**src/rtl/adc_sif_pkg.sv**
```systemverilog
`timescale 1ns/1ps
package adc_sif_pkg;

  localparam int unsigned CTL_BITS   = 8;
  localparam int unsigned RES_BITS   = 10;
  localparam int unsigned FRAME_BITS = 12;
  localparam int unsigned OVL_BIT    = 4;

  typedef enum logic [1:0] {
    RX_HUNT = 2'd0,
    RX_CAPT = 2'd1,
    RX_ARMD = 2'd2
  } rx_state_e;

  typedef enum logic [1:0] {
    PS_FULL  = 2'b00,
    PS_FAST  = 2'b01,
    PS_HWOFF = 2'b10,
    PS_ON    = 2'b11
  } pwr_state_e;

  function automatic pwr_state_e pm_decode(input logic [1:0] pm);
    pwr_state_e m;
    case (pm)
      2'b00:   m = PS_FULL;
      2'b01:   m = PS_FAST;
      default: m = PS_ON;
    endcase
    return m;
  endfunction

endpackage

```
**src/rtl/sif_sclk_edge.sv**
```systemverilog
`timescale 1ns/1ps
module sif_sclk_edge (
  input  logic clk,
  input  logic rst_n,
  input  logic sclk,
  output logic sclk_rise,
  output logic sclk_fall
);

  logic sclk_q;

  always_ff @(posedge clk or negedge rst_n) begin
    if (!rst_n) sclk_q <= 1'b0;
    else        sclk_q <= sclk;
  end

  assign sclk_rise = sclk & ~sclk_q;
  assign sclk_fall = ~sclk & sclk_q;

endmodule

```
**src/rtl/sif_ctrl_rx.sv**
```systemverilog
`timescale 1ns/1ps
module sif_ctrl_rx
  import adc_sif_pkg::*;
#(
  parameter int unsigned CTL_W = CTL_BITS
) (
  input  logic             clk,
  input  logic             rst_n,
  input  logic             clear,
  input  logic             sclk_rise,
  input  logic             sclk_fall,
  input  logic             din,
  input  logic             hunt_ok,
  output logic             load,
  output logic             conv_req,
  output logic [CTL_W-1:0] ctl_byte,
  output logic [1:0]       pm_now
);

  localparam int unsigned CNT_W = $clog2(CTL_W + 1);
  localparam logic [CNT_W-1:0] LAST_CNT = CNT_W'(CTL_W - 1);

  rx_state_e        st_q, st_d;
  logic [CTL_W-1:0] sh_q, sh_d;
  logic [CNT_W-1:0] cnt_q, cnt_d;
  logic             req_q;
  logic [CTL_W-1:0] ctl_q;

  always_comb begin
    st_d  = st_q;
    sh_d  = sh_q;
    cnt_d = cnt_q;
    load  = 1'b0;
    if (clear) begin
      st_d  = RX_HUNT;
      cnt_d = '0;
    end else begin
      case (st_q)
        RX_HUNT: begin
          if (sclk_rise && din && hunt_ok) begin
            st_d  = RX_CAPT;
            sh_d  = {sh_q[CTL_W-2:0], 1'b1};
            cnt_d = CNT_W'(1);
          end
        end
        RX_CAPT: begin
          if (sclk_rise) begin
            sh_d  = {sh_q[CTL_W-2:0], din};
            cnt_d = cnt_q + CNT_W'(1);
            if (cnt_q == LAST_CNT) st_d = RX_ARMD;
          end
        end
        RX_ARMD: begin
          if (sclk_fall) begin
            load  = 1'b1;
            st_d  = RX_HUNT;
            cnt_d = '0;
          end
        end
        default: st_d = RX_HUNT;
      endcase
    end
  end

  always_ff @(posedge clk or negedge rst_n) begin
    if (!rst_n) begin
      st_q  <= RX_HUNT;
      sh_q  <= '0;
      cnt_q <= '0;
      req_q <= 1'b0;
    end else begin
      st_q  <= st_d;
      sh_q  <= sh_d;
      cnt_q <= cnt_d;
      req_q <= load;
    end
  end

  always_ff @(posedge clk or negedge rst_n) begin
    if (!rst_n)    ctl_q <= '0;
    else if (load) ctl_q <= sh_q;
  end

  assign conv_req = req_q;
  assign ctl_byte = ctl_q;
  assign pm_now   = sh_q[1:0];


  ctl_msb_chk: assert property (@(posedge clk) disable iff (!rst_n)
    req_q |-> ctl_q[CTL_W-1]);

endmodule

```
**src/rtl/sif_result_shift.sv**
```systemverilog
`timescale 1ns/1ps
module sif_result_shift
  import adc_sif_pkg::*;
#(
  parameter int unsigned RES_W   = RES_BITS,
  parameter int unsigned FRAME_W = FRAME_BITS,
  parameter int unsigned OVL_B   = OVL_BIT
) (
  input  logic             clk,
  input  logic             rst_n,
  input  logic             clear,
  input  logic             sclk_fall,
  input  logic             load,
  input  logic [RES_W-1:0] sample_data,
  output logic             dout,
  output logic             strb,
  output logic             hunt_ok,
  output logic             conv_done
);

  localparam int unsigned FCNT_W = $clog2(FRAME_W + 1);
  localparam logic [FCNT_W-1:0] LAST_CNT = FCNT_W'(FRAME_W - 1);
  localparam logic [FCNT_W-1:0] OVL_CNT  = FCNT_W'(FRAME_W - OVL_B);

  logic [FRAME_W-1:0] load_word;
  logic [FRAME_W-1:0] frame_q, frame_d;
  logic [FCNT_W-1:0]  fcnt_q, fcnt_d;
  logic               busy_q, busy_d;
  logic               dout_q, dout_d;
  logic               strb_q, strb_d;
  logic               done;

  generate
    if (FRAME_W > RES_W) begin : g_pad
      assign load_word = {sample_data, {(FRAME_W - RES_W){1'b0}}};
    end else if (FRAME_W == RES_W) begin : g_exact
      assign load_word = sample_data;
    end else begin : g_trunc
      assign load_word = sample_data[RES_W-1 -: FRAME_W];
    end
  endgenerate

  always_comb begin
    frame_d = frame_q;
    fcnt_d  = fcnt_q;
    busy_d  = busy_q;
    dout_d  = dout_q;
    strb_d  = strb_q;
    done    = 1'b0;
    if (clear) begin
      frame_d = '0;
      fcnt_d  = '0;
      busy_d  = 1'b0;
      dout_d  = 1'b0;
      strb_d  = 1'b0;
    end else if (sclk_fall) begin
      dout_d = frame_q[FRAME_W-1];
      strb_d = load;
      if (load) begin
        frame_d = load_word;
        fcnt_d  = '0;
        busy_d  = 1'b1;
      end else begin
        frame_d = {frame_q[FRAME_W-2:0], 1'b0};
        if (busy_q) begin
          fcnt_d = fcnt_q + FCNT_W'(1);
          if (fcnt_q == LAST_CNT) begin
            busy_d = 1'b0;
            done   = 1'b1;
          end
        end
      end
    end
  end

  always_ff @(posedge clk or negedge rst_n) begin
    if (!rst_n) begin
      frame_q <= '0;
      fcnt_q  <= '0;
      busy_q  <= 1'b0;
      dout_q  <= 1'b0;
      strb_q  <= 1'b0;
    end else begin
      frame_q <= frame_d;
      fcnt_q  <= fcnt_d;
      busy_q  <= busy_d;
      dout_q  <= dout_d;
      strb_q  <= strb_d;
    end
  end

  assign hunt_ok   = !busy_q || (fcnt_q >= OVL_CNT);
  assign conv_done = done;
  assign dout      = dout_q;
  assign strb      = strb_q;


  dout_fall_only_chk: assert property (@(posedge clk) disable iff (!rst_n)
    (!sclk_fall && !clear) |=> $stable(dout_q));


  strb_width_chk: assert property (@(posedge clk) disable iff (!rst_n)
    (strb_q && sclk_fall && !clear) |=> !strb_q);

endmodule

```
**src/rtl/sif_power_ctl.sv**
```systemverilog
`timescale 1ns/1ps
module sif_power_ctl
  import adc_sif_pkg::*;
(
  input  logic       clk,
  input  logic       rst_n,
  input  logic       shdn_n,
  input  logic       load,
  input  logic       conv_done,
  input  logic [1:0] pm_req,
  output logic [1:0] pwr_state
);

  pwr_state_e soft_q, soft_d;
  logic [1:0] pend_q;

  always_comb begin
    soft_d = soft_q;
    if (!shdn_n)        soft_d = PS_ON;
    else if (load)      soft_d = PS_ON;
    else if (conv_done) soft_d = pm_decode(pend_q);
  end

  always_ff @(posedge clk or negedge rst_n) begin
    if (!rst_n) soft_q <= PS_ON;
    else        soft_q <= soft_d;
  end

  always_ff @(posedge clk or negedge rst_n) begin
    if (!rst_n)    pend_q <= 2'b11;
    else if (load) pend_q <= pm_req;
  end

  assign pwr_state = shdn_n ? soft_q : PS_HWOFF;


  hw_override_chk: assert property (@(posedge clk) disable iff (!rst_n)
    !shdn_n |=> (soft_q == PS_ON));


  mode_hold_chk: assert property (@(posedge clk) disable iff (!rst_n)
    (shdn_n && !load && !conv_done) |=> $stable(soft_q));

endmodule

```
**src/rtl/serial_adc_slave.sv**
```systemverilog
`timescale 1ns/1ps
module serial_adc_slave
  import adc_sif_pkg::*;
#(
  parameter int unsigned RES_W   = RES_BITS,
  parameter int unsigned FRAME_W = FRAME_BITS,
  parameter int unsigned CTL_W   = CTL_BITS,
  parameter int unsigned OVL_B   = OVL_BIT
) (
  input  logic             clk,
  input  logic             rst_n,
  input  logic             cs_n,
  input  logic             sclk,
  input  logic             din,
  input  logic             shdn_n,
  input  logic [RES_W-1:0] sample_data,
  output logic             conv_req,
  output logic [CTL_W-1:0] ctl_byte,
  output logic             dout,
  output logic             dout_oe,
  output logic             strb,
  output logic             strb_oe,
  output logic [1:0]       pwr_state
);

  logic rst_meta, rst_sync;
  logic sclk_rise, sclk_fall;
  logic clear, load, hunt_ok, conv_done;
  logic [1:0] pm_now;

  always_ff @(posedge clk or negedge rst_n) begin
    if (!rst_n) begin
      rst_meta <= 1'b0;
      rst_sync <= 1'b0;
    end else begin
      rst_meta <= 1'b1;
      rst_sync <= rst_meta;
    end
  end

  assign clear = cs_n | ~shdn_n;

  sif_sclk_edge i_edge (
    .clk       (clk),
    .rst_n     (rst_sync),
    .sclk      (sclk),
    .sclk_rise (sclk_rise),
    .sclk_fall (sclk_fall)
  );

  sif_ctrl_rx #(.CTL_W(CTL_W)) i_rx (
    .clk       (clk),
    .rst_n     (rst_sync),
    .clear     (clear),
    .sclk_rise (sclk_rise),
    .sclk_fall (sclk_fall),
    .din       (din),
    .hunt_ok   (hunt_ok),
    .load      (load),
    .conv_req  (conv_req),
    .ctl_byte  (ctl_byte),
    .pm_now    (pm_now)
  );

  sif_result_shift #(.RES_W(RES_W), .FRAME_W(FRAME_W), .OVL_B(OVL_B)) i_shift (
    .clk         (clk),
    .rst_n       (rst_sync),
    .clear       (clear),
    .sclk_fall   (sclk_fall),
    .load        (load),
    .sample_data (sample_data),
    .dout        (dout),
    .strb        (strb),
    .hunt_ok     (hunt_ok),
    .conv_done   (conv_done)
  );

  sif_power_ctl i_pwr (
    .clk       (clk),
    .rst_n     (rst_sync),
    .shdn_n    (shdn_n),
    .load      (load),
    .conv_done (conv_done),
    .pm_req    (pm_now),
    .pwr_state (pwr_state)
  );

  assign dout_oe = ~cs_n;
  assign strb_oe = ~cs_n;


  strb_with_req_chk: assert property (@(posedge clk) disable iff (!rst_sync)
    conv_req |-> strb);


  shdn_quiet_chk: assert property (@(posedge clk) disable iff (!rst_sync)
    !shdn_n |=> (!strb && !conv_req && !dout));

endmodule

```
**config.mk**
```make
export PLATFORM = sky130hd
export DESIGN_NAME = serial_adc_slave
export DESIGN_NICKNAME = d
export VERILOG_FILES = /design/src/rtl/adc_sif_pkg.sv /design/src/rtl/sif_sclk_edge.sv /design/src/rtl/sif_ctrl_rx.sv /design/src/rtl/sif_result_shift.sv /design/src/rtl/sif_power_ctl.sv /design/src/rtl/serial_adc_slave.sv
export SDC_FILE = /design/constraint.sdc
export NUM_CORES = 1
export LEC_CHECK = 0
export BUFFER_PORTS_ARGS = -buffer_cell sky130_fd_sc_hd__buf_2
export CAP_MARGIN = 0
export CORE_AREA = 2 2 93 50
export CTS_BUF_LIST = sky130_fd_sc_hd__clkbuf_16
export DETAILED_ROUTE_END_ITERATION = 6
export DIE_AREA = 0 0 95 52
export GPL_TIMING_DRIVEN = 0
export PLACE_DENSITY_LB_ADDON = 0.1
export SLEW_MARGIN = 40
export SYNTH_ARGS = -nofsm -noshare
export SYNTH_HDL_FRONTEND = slang
export SYNTH_HIERARCHICAL = 1
export SYNTH_SLANG_ARGS = --single-unit
export TNS_END_PERCENT = 50
```
**constraint.sdc**
```tcl
create_clock -name clk -period 1.8 [get_ports clk]
set_input_delay 0 -clock clk [delete_from_list [all_inputs] [get_ports clk]]
set_output_delay 0 -clock clk [all_outputs]
set_load 0.02 [all_outputs]
```
======== Word level (Yosys, flattened, before mapping) ========
Index checks and enable logic that the tools add are counted.
word-level totals
  bits in registers ....................... 49
  bits of input ports ..................... 16
  output and inout port bits .............. 15
  logic and storage cells ................. 95
operators by class
  add/subtract/negate cells ............... 2
  order comparisons ....................... 1
  equal/unequal tests ..................... 12
  muxes and demuxes ....................... 43
  bitwise gates (word level) .............. 8
  reduce and logical (&&, ||, !) cells .... 14
operators with widths
  operator             number
  $mux 12              3
  $mux 4               8
  $mux 2               9
  $mux 1               17
  $mux 8               2
  $pmux 8 s2           1
  $pmux 4 s3           1
  $reduce_and 4->1     3
  $ne 3x2->1 const B   3
  $add 4x1->4 const B  2
  $pmux 2 s3           1
  $not 1->1            5
  $eq 2x1->1 const B   2
  $eq 4x3->1 const B   1
  $eq 4x4->1 const B   1
  $ge 4x4->1 const B   1
  $logic_not 2->1      2
  $ne 2x1->1 const B   2
  $pmux 2 s2           1
  $reduce_bool 2->1    2
  $reduce_bool 4->1    1
  $ne 3x1->1 const B   1
  $ne 3x3->1 const B   1
  $reduce_bool 3->1    1
  7 further kinds      9

======== Logic depth before layout (Yosys ltp) ========
Gate-level depths: netlist (run 1).
  word-level depth ........................ 11
  mapped depth ............................ 9
  mapped depth without buffers ............ 7

======== By module ========
Netlist (run 1), hierarchy kept.
modules (own cells, without submodules)
  module            instances  cells each  area an instance (µm²)  sequential area each (µm²)
  sif_ctrl_rx       1          106         1101.1                  575.6
  sif_result_shift  1          89          873.3                   425.4
  sif_power_ctl     1          14          183.9                   105.1
  serial_adc_slave  1          6           71.3                    50.0
  sif_sclk_edge     1          3           40.0                    25.0

======== Worst setup path after synthesis (run 1) ========
Ideal clock, no wire load.
  kind .................................... reg-to-reg
  start point ............................. register i_rx.st_q[0]
  end point ............................... register i_pwr.soft_q[0]
  library setup time ...................... 0.084 ns
  arrival time ............................ 2.389 ns
  required time ........................... 1.716 ns
  path slack .............................. -0.673 ns
  stages on the path, launching flop included .. 10
  path buffers ............................ 2
  period minus slack after synthesis ...... 2.473 ns
  cell sequence ........................... dfrtp_1 -> inv_1 -> ha_1 -> nand3b_1 -> clkinv_1 -> buf_4 -> buf_2 -> nor4_1 -> nor3b_1 -> o21ai_1
on the way
  word-level cells in the longest chain between the ends .. 7
  elaborated cells on any way between the ends .. 9
  those cells by class .................... eq/ne: 2; mux: 7
ends and longest elaborated chain
  element                 line                    text
  start, declared         sif_ctrl_rx.sv:23       rx_state_e st_q, st_d;
  start signal, assigned  sif_ctrl_rx.sv:72       st_q <= st_d;
  $eq 2x2->1              sif_ctrl_rx.sv:38       case (st_q)
  $mux 1                  sif_ctrl_rx.sv:38
  $mux 1                  sif_ctrl_rx.sv:34       if (clear) begin
  named net load          serial_adc_slave.sv:28  logic clear, load, hunt_ok, conv_done;
  $mux 1                  sif_result_shift.sv:59  if (load) begin
  $mux 1                  sif_result_shift.sv:56  end else if (sclk_fall) begin
  $mux 1                  sif_result_shift.sv:50  if (clear) begin
  named net conv_done     serial_adc_slave.sv:28
  $ne 3x1->1 (no line)    -
  end signal, assigned    sif_power_ctl.sv:26     else soft_q <= soft_d;
  end, declared           sif_power_ctl.sv:14     pwr_state_e soft_q, soft_d;
The timed path passes the listed nets, and every way through them passes these cells.
A chain may end at the register's enable or synchronous reset.

======== Worst setup path after layout (run 1) ========
  start point ............................. register i_rx.st_q[0]
  end point ............................... register i_rx.cnt_q[2]
on the way
  word-level cells in the longest chain between the ends .. 3
  elaborated cells on any way between the ends .. 10
  those cells by class .................... eq/ne: 5; mux: 2; reduce/logical: 3
ends and longest elaborated chain
  element                                               line               text
  $eq 2x1->1, or another cell as far along              sif_ctrl_rx.sv:38
  $ne 3x2->1 (no line), or another cell as far along    -
  $reduce_and 4->1 (no line) or $mux 4 (tied branches)  -
  end signal, assigned                                  sif_ctrl_rx.sv:74  cnt_q <= cnt_d;
  end, declared                                         sif_ctrl_rx.sv:25  logic [CNT_W-1:0] cnt_q, cnt_d;
Parallel ways exist; a longest one is shown, timed or not.

==> impl_results.md, run 1 <==
- Outcome: finished, final reports clean
- Cell area after layout: approximately 2800 um2
- R2r startpoint: i_rx/st_q[0]
- Post-synth EDFFs: 0
- Inserted Clock Buffers: 5
- Area delta synth->final: 25.1%
- Dpl hpwl: 3240 um
- Placed Area: 2560 um2
- DR pass1 iterations: 4
- Die area: 4940 um2
- Sw power: a little over 0.0006 W
- WL/cell: 14.7 um
- Clock transition at path regs: about 0.07 ns
- Post-Route WL: ~4800 um
- Combinational share of power: about an eighth
- Vias: ~1700
- First-pass GRT wire length: between 8000 and 9000 um
- Most frequent cells in the layout: dfrtp_1 (42), nand2_1 (33), buf_2 (31)
- Clk buf depth: 2
- Cells after synthesis: about 220
- Worst path required time: 2.01 ns
- Seq pwr share: between 40% and 50%
- Least-Margin Pin Slew: 0.604 ns
- Maximum VDD drop: about 0.00045 V
- Mapped Nets: roughly 240
- Critical Path Sink Type: register
- Critical path startpoint category: register
- #FFs+latches synth: 47
- Initial antenna violation count: 0
- Root buf cell: clkbuf_16
- Hold Slack: between 0.02 and 0.025 ns
- H-tree depth: 2
- Avg Synthesized Cell Area: about 10 um2
- GRT overflow: 0
- Sequential share of the synthesized area: approximately 52%
- DIE HEIGHT: 52 um
- Finished Core Util: a little under 70%
- Final max-slew violation count: 0
- Syn. warnings: 6
- Detailed router's first-iteration violation count: 63
- Reg2reg setup slack: approximately 0.035 ns
- Yosys cell types: 39
- Worst clock skew: roughly 0.005 ns
- Worst skew pair latency: roughly 0.29 ns
- Peak fanout along the critical path: 10
- Tot Pwr: 0.00237 W
- Fin. Hold Viols: 0
- Synth async-reset ratio: 100%
- Number of placement rows: 17
- I/O pins: 31
- Pwr dens: about 840 nW/um2
- Fin crit share: slightly below 100%
- NumNets Final: ~290
- Final Critical Period: 1.77 ns
- TritonCTS clock tree: built
- Sink Count: 47
- Crit Path Class: reg -> reg
- Layout cells sized above 1: 30.7%
- DRC viols: 0
- GRT Total Usage: approximately 22%
- Final setup fails: 0
- Commonest non-fill, non-tap cell in the layout: dfrtp_1
- Gpl congestion: between 0.8 and 0.9
- Max Clk Rate: approximately 570 MHz
- Vias in the first global route: ~1700
- Hold Path Class: in -> async
- Net Sw Frac: approximately 26%
- CP Data Arrival Time: ~2.0 ns
- Rel. slew slack: around 60%
- Initial Util: 54.2%
- Total leakage power: ~1.3 nW
- Core Footprint: around 4200 um2
- Top_reg_cell synth: dfrtp_1
- Cell area after synthesis: 2270 um2
- N_diodes: 0
- RSZ-0062 raised after global routing: true
- Final ANT Viol Nets: 0
- Max-Cap Viols: 0
- IO Port Bufs: 30
- Die W: roughly 95 um
- Largest net degree at the start of global routing: 38
- Clock power frac: between 30 and 40%
- Cell Int Power: about 0.0018 W
- Crit path from: i_rx/st_q[0]
- Vias per Instance: between 5 and 6
==> metrics by stage <==
stage                     setup TNS, ns  cells  setup slack [ns]
final                                 0    327            0.0347
after global routing             -0.649    327           -0.0774
after CTS                             0    328           0.00878
after detailed placement          -4.46    306            -0.451
after global placement           -10.02    305            -0.411
after floorplan                  -0.146    218           -0.0736
==> per-layer routing <==
| layer | global-route usage (%) | wire (um) | part of all wire [%] | vias to the layer above |
|---|---|---|---|---|
| met4 | 6.76 | 22 | 0.46 | 0 |
| met2 | 31.7 | 2010 | 42 | 40 |
| met5 | 0 | 0 | 0 | - |
| met1 | 32.2 | 2540 | 53 | 836 |
| met3 | 7.97 | 218 | 4.5 | 4 |
| li1 | - | - | - | 853 |
==> critical path, cell delays in order (launching register included) <==
cell	delay, ns
dfrtp_1	0.40
buf_4	0.15
ha_1	0.22
clkbuf_4	0.20
nor3_1	0.38
o21ai_0	0.15
a31oi_1	0.19
==> power groups by stage <==
| stage | clock [W] | sequential, W | combinational [W] |
|---|---|---|---|
| floorplan | 0 | 0.00117 | 0.000171 |
| detailed placement | 0 | 0.00117 | 0.000253 |
| CTS | 0.000963 | 0.00115 | 0.000272 |
| global route | 0.000998 | 0.00116 | 0.000315 |
| global placement | 0 | 0.00118 | 0.000230 |
| finish | 0.000939 | 0.00115 | 0.000284 |
==> logic make-up after synthesis <==
group	Yosys count	share of synthesized area (%)
compound gates	33	9.87
fa+ha+maj	7	3.86
buf+inv	21	4.52
flops	47	52.0
mux	23	11.0
other cells	1	0.165
simple gates	86	18.6
==> area by class of cell <==
class	count	area (um2)
Tap cell	57	71.3
Clock inverter	3	22.5
Timing Repair Buffer	45	285
Buffer	11	83.8
Multi-Input combinational cell	150	1030
Fill cell	322	1350
Clock buffer	5	125
Inverter	9	38.8
Sequential cell	47	1180
==> final timing paths <==
kind,depth (start not counted),end
hold reg to reg,0,i_rx/cnt_q[2]
hold / removal,2,rst_sync
setup reg to reg,6,i_rx/cnt_q[2]
setup / recovery,6,i_rx/cnt_q[2]
max in group asynchronous,1,i_pwr/pend_q[1]
min in group clk,3,i_shift/frame_q[7]
==> synth_stat cells (all sizes together), types with 6 or more instances <==
cell	n	area share (%)
buf	10	2.7
inv	8	1.3
ha	7	3.9
a211oi	9	3.0
mux2i	14	6.2
nand3	6	1.3
nor2	15	2.5
nand2b	7	1.9
dfrtp	43	47
a21oi	8	2.3
mux2	9	4.8
o21ai	8	1.8
nand2	34	5.6
==> sequential cells by signal (all words and copies together) (netlist names) <==
signal           cells
rst_sync             1
i_shift/strb         1
rst_meta             1
i_shift/dout         1
i_rx/conv_req        1
i_rx/cnt_q           4
i_rx/ctl_byte        8
i_edge/sclk_q        1
i_rx/sh_q            8
i_pwr/pend_q         2
i_pwr/soft_q         2
i_shift/fcnt_q       4
i_rx/st_q            2
i_shift/frame_q     10
i_shift/busy_q       1
==> repair_timing <==
action / 4_1_cts / 5_1_grt
gates resized for setup: 2 / 8
endpoints found under the hold margin: 5 / 0
endpoints found under the setup margin: 21 / 22
hold buffers: 4 / 0
buffers inserted: 11 / 1
cloned: 0 / 0
pin swaps: 3 / 3
(Power assumes the default switching activity.)
==> run 2: changes to the inputs <==
--- a/config.mk
+++ b/config.mk
@@ -16,6 +16,5 @@
 export SLEW_MARGIN = 40
 export SYNTH_ARGS = -nofsm -noshare
 export SYNTH_HDL_FRONTEND = slang
-export SYNTH_HIERARCHICAL = 1
 export SYNTH_SLANG_ARGS = --single-unit
 export TNS_END_PERCENT = 50
==> run 2 against run 1 <==
- cell count shrank 5.2%
- cell area shrank 2.2%
- wire length shrank 3.1%
- clock skew shrank 0.00083 ns
- setup slack lost 0.014 ns
- critical endpoint is now i_rx.cnt_q[3]
- register-to-register slack is essentially flat
==> impl_results.md, run 2 <==
- Worst stage delay on the critical path: 0.42 ns
- First-pass GRT wire length: about 7400 um
- Worst clock skew: around 0.0043 ns
- Post-Route WL: approximately 4600 um
- Synth async-reset ratio: 100%
- GRT Total Usage: approximately a fifth
- DR pass1 iterations: 4
- Tot Pwr: 0.00232 W
- Worst-path cell chain: inv_2, ha_4, nor4b_4, o22ai_4, or4_1, a31oi_1
- GRT overflow: 0
- Avg Synthesized Cell Area: roughly 11 um2
- Worst path required time: roughly 2.0 ns
- Most frequent cells after synthesis: dfrtp_1 (43), nand2_1 (23), nor2_1 (21)
- Mapped Nets: 229
- Post-synth top area share: 48.1%
- Top_reg_cell synth: dfrtp_1
- Peak fanout along the critical path: 7
- Cells after synthesis: roughly 200
- I/O pins: 31
- Top cells by area, synth: dfrtp_1 (48%), mux2i_1 (6.7%), dfstp_2 (4.7%)
- DRC viols: 0
- DIE HEIGHT: about 52 um
- Setup WS post-layout: roughly 0.020 ns
- Cell accounting for the most synthesized area: dfrtp_1
- Fin crit share: a little under 100%
- Largest net degree at the start of global routing: 26
- Layout cells sized above 1: between 20 and 30%
- Final setup fails: 0
- Final Critical Period: between 1.5 and 2 ns
- CP Data Arrival Time: 1.98 ns
- NumNets Final: around 280
- Crit Path Class: reg -> reg
- Dpl hpwl: just over 3000 um
- Sink Count: 47
- Post-synth EDFFs: 0
- Commonest non-fill, non-tap cell in the layout: dfrtp_1
- Vias per Instance: approximately 5.3
- Hold Slack: about 0.023 ns
- Critical Path Sink Type: register
- Max-Cap Viols: 0
- Worst skew pair latency: between 0.2 and 0.3 ns
- Pwr dens: around 830 nW/um2
- Die W: approximately 95 um
- Die area: slightly below 5000 um2
- Clk buf depth: 2
- RSZ-0062 raised after global routing: true
- Family with the most delay on the worst path: simple AND/OR/NAND/NOR gates
- Largest register FFs: 10
- Final max-slew violation count: 0
- Final ANT Viol Nets: 0
- IO Port Bufs: 30
- Number of placement rows: 17
- Post-place setup slack: -0.227 ns
- Sequential share of the synthesized area: around 53%
- Vias in the first global route: about 1600
- Rel. slew slack: roughly 64%
- Hold Path Class: in -> async
- Least-Margin Pin Slew: 0.540 ns
- Detailed router's first-iteration violation count: between 60 and 70
- #FFs+latches synth: 47
- Most frequent cells in the layout: dfrtp_1 (42), buf_2 (30), nand2_1 (23)
- TritonCTS clock tree: built
- Area delta synth->final: 24.0%
- Critical path's slowest cell: or4_1
- Initial antenna violation count: 0
- H-tree depth: 2
- Initial Util: 53.4%
- Maximum VDD drop: 0.000437 V
- Yosys cell types: 38
- Top reg by flops: i_shift.frame_q
- Critical path startpoint category: register
- Total leakage power: about 1.3 nW
- WL/cell: 15.0 um
- Max Clk Rate: between 500 and 600 MHz
- Most frequent cell after synthesis: dfrtp_1
- Core Footprint: around 4200 um2
- Cell area after synthesis: approximately 2200 um2
- Outcome: finished, final reports clean
- Syn. warnings: 0
- Root buf cell: clkbuf_16
- Gpl congestion: just over 0.8
- Fin. Hold Viols: 0
- Clock transition at path regs: roughly 0.06 ns
- Vias: between 1500 and 2000
- Buffers and inverters on the worst path: 1
- N_diodes: 0
- Inserted Clock Buffers: 5
[run 2: changes by cell type in the layout (fill, tap and decap cells not counted), moves of 4 or more]
cell      previous run  this run
nand2b_1             7         3
nand3b_1             5         1
nand2_1             33        23
mux2_1               0         5
nor2_1              15        20
buf_4               13         7
a21oi_1              6        10
[run 2: timing repair]
action | CTS | global route
buffers inserted | 1 | 4
pin swaps | 1 | 3
endpoints found under the hold margin | 5 | 0
setup endpoints to repair | 22 | 21
hold buffers | 4 | 0
resized for setup | 7 | 7
[run 2: metal layers]
metal  global-route usage [%]  part of all wire, %
met5                        0                    0
met1                     30.3                   51
met3                     4.78                  5.9
met4                     4.83                 0.54
met2                     29.0                   43
[run 2: worst paths after layout]
check / startpoint / to / slack [ns] / cells past startpoint
max reg2reg: i_rx.st_q[1] / i_rx.cnt_q[3] / 0.02 / 6
min reg2reg: rst_sync / i_rx.cnt_q[1] / 0.22 / 0
min: rst_n / rst_sync / 0.02 / 2
max in group asynchronous: rst_sync / i_pwr.soft_q[1] / 1.08 / 1
max: i_rx.st_q[1] / i_rx.cnt_q[3] / 0.02 / 6
min in group clk: sample_data[7] / i_shift.frame_q[9] / 0.05 / 3
[run 2: cell type report]
class	instances	area, um2
fillers	346	1410
inverters	8	30.0
clock inverters	3	37.5
well taps	57	71.3
repair buffers	40	260
plain buffers	10	52.6
clock buffers	5	125
flip-flops and latches	47	1180
multi-input cells	140	1010
[run 2: logic make-up (layout without fill, tap and decap cells)]
kind of cell	count (synthesis)	in the layout	synth area share, %
mux	29	29	13.8
other cells	1	1	0.168
buf+inv	19	66	3.52
compound gates	33	33	9.67
flops	47	47	52.8
simple gates	70	70	16.2
fa+ha+maj	7	7	3.91
[run 2: stage by stage]
| step | utilization, % | area [um2] | std cells | TNS [ns] |
|---|---|---|---|---|
| 2_1_floorplan | - | 2240 | 206 | 0 |
| 3_3_place_gp | 58.7 | 2460 | 293 | -9.40 |
| 3_5_place_dp | 59.3 | 2480 | 294 | -2.06 |
| 4_1_cts | 65.0 | 2720 | 306 | 0 |
| 5_1_grt | 66.3 | 2780 | 310 | -0.566 |
| 6_report | 66.3 | 2780 | 310 | 0 |
[run 2: worst reg2reg max path, cell delays in order, from the launching register on]
cell and delay [ns]:
dfrtp_1 0.41, inv_2 0.12, ha_4 0.18, nor4b_4 0.27
o22ai_4 0.15, or4_1 0.42, a31oi_1 0.15
[run 2: power breakdown]
part / internal [W] / switching (W)
registers: 0.00109 / 0.0000336
clock network: 0.000645 / 0.000376
logic: 0.0000782 / 0.0000912
total: 0.00182 / 0.000500
==> run 3: changes to the inputs <==
--- a/config.mk
+++ b/config.mk
@@ -11,7 +11,6 @@
 export CTS_BUF_LIST = sky130_fd_sc_hd__clkbuf_16
 export DETAILED_ROUTE_END_ITERATION = 6
 export DIE_AREA = 0 0 95 52
-export GPL_TIMING_DRIVEN = 0
 export PLACE_DENSITY_LB_ADDON = 0.1
 export SLEW_MARGIN = 40
 export SYNTH_ARGS = -nofsm -noshare
==> run 3 against run 2 <==
- die area unchanged
- clock power down 14%
- count of clock-buffer cells in the layout unchanged
- critical path type unchanged
- largest cell class unchanged
==> impl_results.md, run 3 (synthesized netlist as in run 2, its figures left out) <==
- H-tree depth: 2
- Core Footprint: 4190 um2
- Detailed router's first-iteration violation count: 95
- Reg-to-reg endpoint: i_rx.cnt_q[3]
- Critical path startpoint category: register
- I/O pins: 31
- Top reg by flops: i_shift.frame_q
- Pwr dens: a little under 800 nW/um2
- Largest net degree at the start of global routing: 28
- Gpl congestion: roughly 0.80
- NumNets Final: ~270
- Die W: 95 um
- Clk buf depth: 2
- Clock transition at path regs: around 0.060 ns
- Worst clock skew: 0.00605 ns
- CP Data Arrival Time: around 1.9 ns
- Final Critical Period: roughly 1.7 ns
- Fin. Hold Viols: 0
- Max Clk Rate: about 570 MHz
- Fin crit share: 97.1%
- IO Port Bufs: 30
- Peak fanout along the critical path: 5
- GRT overflow: 0
- DIE HEIGHT: around 52 um
- Initial Util: approximately 53%
- Final ANT Viol Nets: 0
- Finished Core Util: 66.1%
- Largest register FFs: 10
- Commonest non-fill, non-tap cell in the layout: dfrtp_1
- DR pass1 iterations: 4
- Worst skew pair latency: between 0.2 and 0.3 ns
- Final max-slew violation count: 0
- FILL cells: slightly above 300
- First-pass GRT wire length: around 7600 um
- Final std cells w/o fill: between 300 and 400
- Cells after DPL: around 290
- Vias in the first global route: around 1600
- Max-Cap Viols: 0
- Crit Path Class: reg -> reg
- N_diodes: 0
- Critical Path Sink Type: register
- Hold Path Class: in -> async
- Outcome: finished, final reports clean
- Root buf cell: clkbuf_16
- Die area: a little under 5000 um2
- WL/cell: ~15 um
- Dpl hpwl: around 3500 um
- Sink Count: 47
- DRC viols: 0
- R2r startpoint: i_rx.st_q[0]
- Initial antenna violation count: 0
- GRT Total Usage: a little over a fifth
- Final setup fails: 0
- Number of placement rows: 17
- Layout cells sized above 1: 32.1%
- Post-Route WL: approximately 4800 um
- Reg2reg setup slack: between 0.05 and 0.06 ns
- TritonCTS clock tree: built
- Maximum VDD drop: slightly below 0.0005 V
- Vias per Instance: roughly 5.4
- Vias: about 1700
- Area delta synth->final: 23.7%
- RSZ-0062 raised after global routing: true
- R2r worst-path depth: 6
- Most frequent cells in the layout: dfrtp_1 (42), buf_2 (30), nand2_1 (23)
- Inserted Clock Buffers: 5
- Worst path required time: approximately 2 ns
- Total leakage power: between 1 and 1.5 nW
run 3: timing repair:
item                                   CTS  global route
resized for setup                        7             3
pin swaps                                0             4
hold buffers                             4             0
buffers inserted                         0             3
setup endpoints to repair                2             7
endpoints found under the hold margin    5             0
run 3: metrics by stage:
step                hold slack [ns]  worst slack (ns)  total power [W]  cell area (um2)  TNS (ns)
floorplan                    -0.296            0.0246          0.00123             2240         0
global placement             -0.216            0.0823          0.00129             2530         0
detailed placement           -0.211           -0.0712          0.00130             2530    -0.110
CTS                          0.0225           0.00379          0.00219             2740         0
global route                 0.0492           -0.0331          0.00226             2770   -0.0384
finish                       0.0281            0.0526          0.00217             2770         0
run 3: area by class of cell:
type	count	area [um2]	share of cell area, %
tap	57	71.3	2.58
timing repair buffer	49	328	11.8
sequential	47	1180	42.7
multi-input combinational	140	1020	36.7
clock buffer	5	125	4.52
inverter	8	30.0	1.08
clock inverter	3	15.0	0.542
run 3: worst max-delay path by stage:
stage | start | endpoint | cells past startpoint
floorplan | i_rx.st_q[1] | i_rx.sh_q[1] | 6
global placement | i_rx.st_q[0] | i_rx.cnt_q[3] | 6
detailed placement | i_rx.st_q[1] | i_rx.cnt_q[3] | 6
CTS | i_rx.st_q[0] | i_rx.cnt_q[3] | 6
global route | i_rx.st_q[0] | i_rx.cnt_q[3] | 6
finish | i_rx.st_q[0] | i_rx.cnt_q[3] | 6
run 3: worst max-delay path, stage by stage, from the launching register on:
cell and delay [ns]:
dfrtp_1 0.42, buf_4 0.15, ha_2 0.20, a21oi_2 0.15
o22ai_2 0.14, or4_1 0.42, a31oi_1 0.17
run 3: report_power, final:
group / total, W / internal [W] / switching (W) / leakage, nW
logic: 0.000170 / 0.0000802 / 0.0000902 / 0.605
clock network: 0.000878 / 0.000505 / 0.000373 / 0.0649
registers: 0.00112 / 0.00109 / 0.0000337 / 0.626
run 3: per-layer routing:
layer	track usage, %	part of all wire [%]	wire, um
met1	28.6	47	2230
met2	33.7	47	2230
met4	7.00	1.0	48
met5	0	0	0
met3	5.22	5.7	273
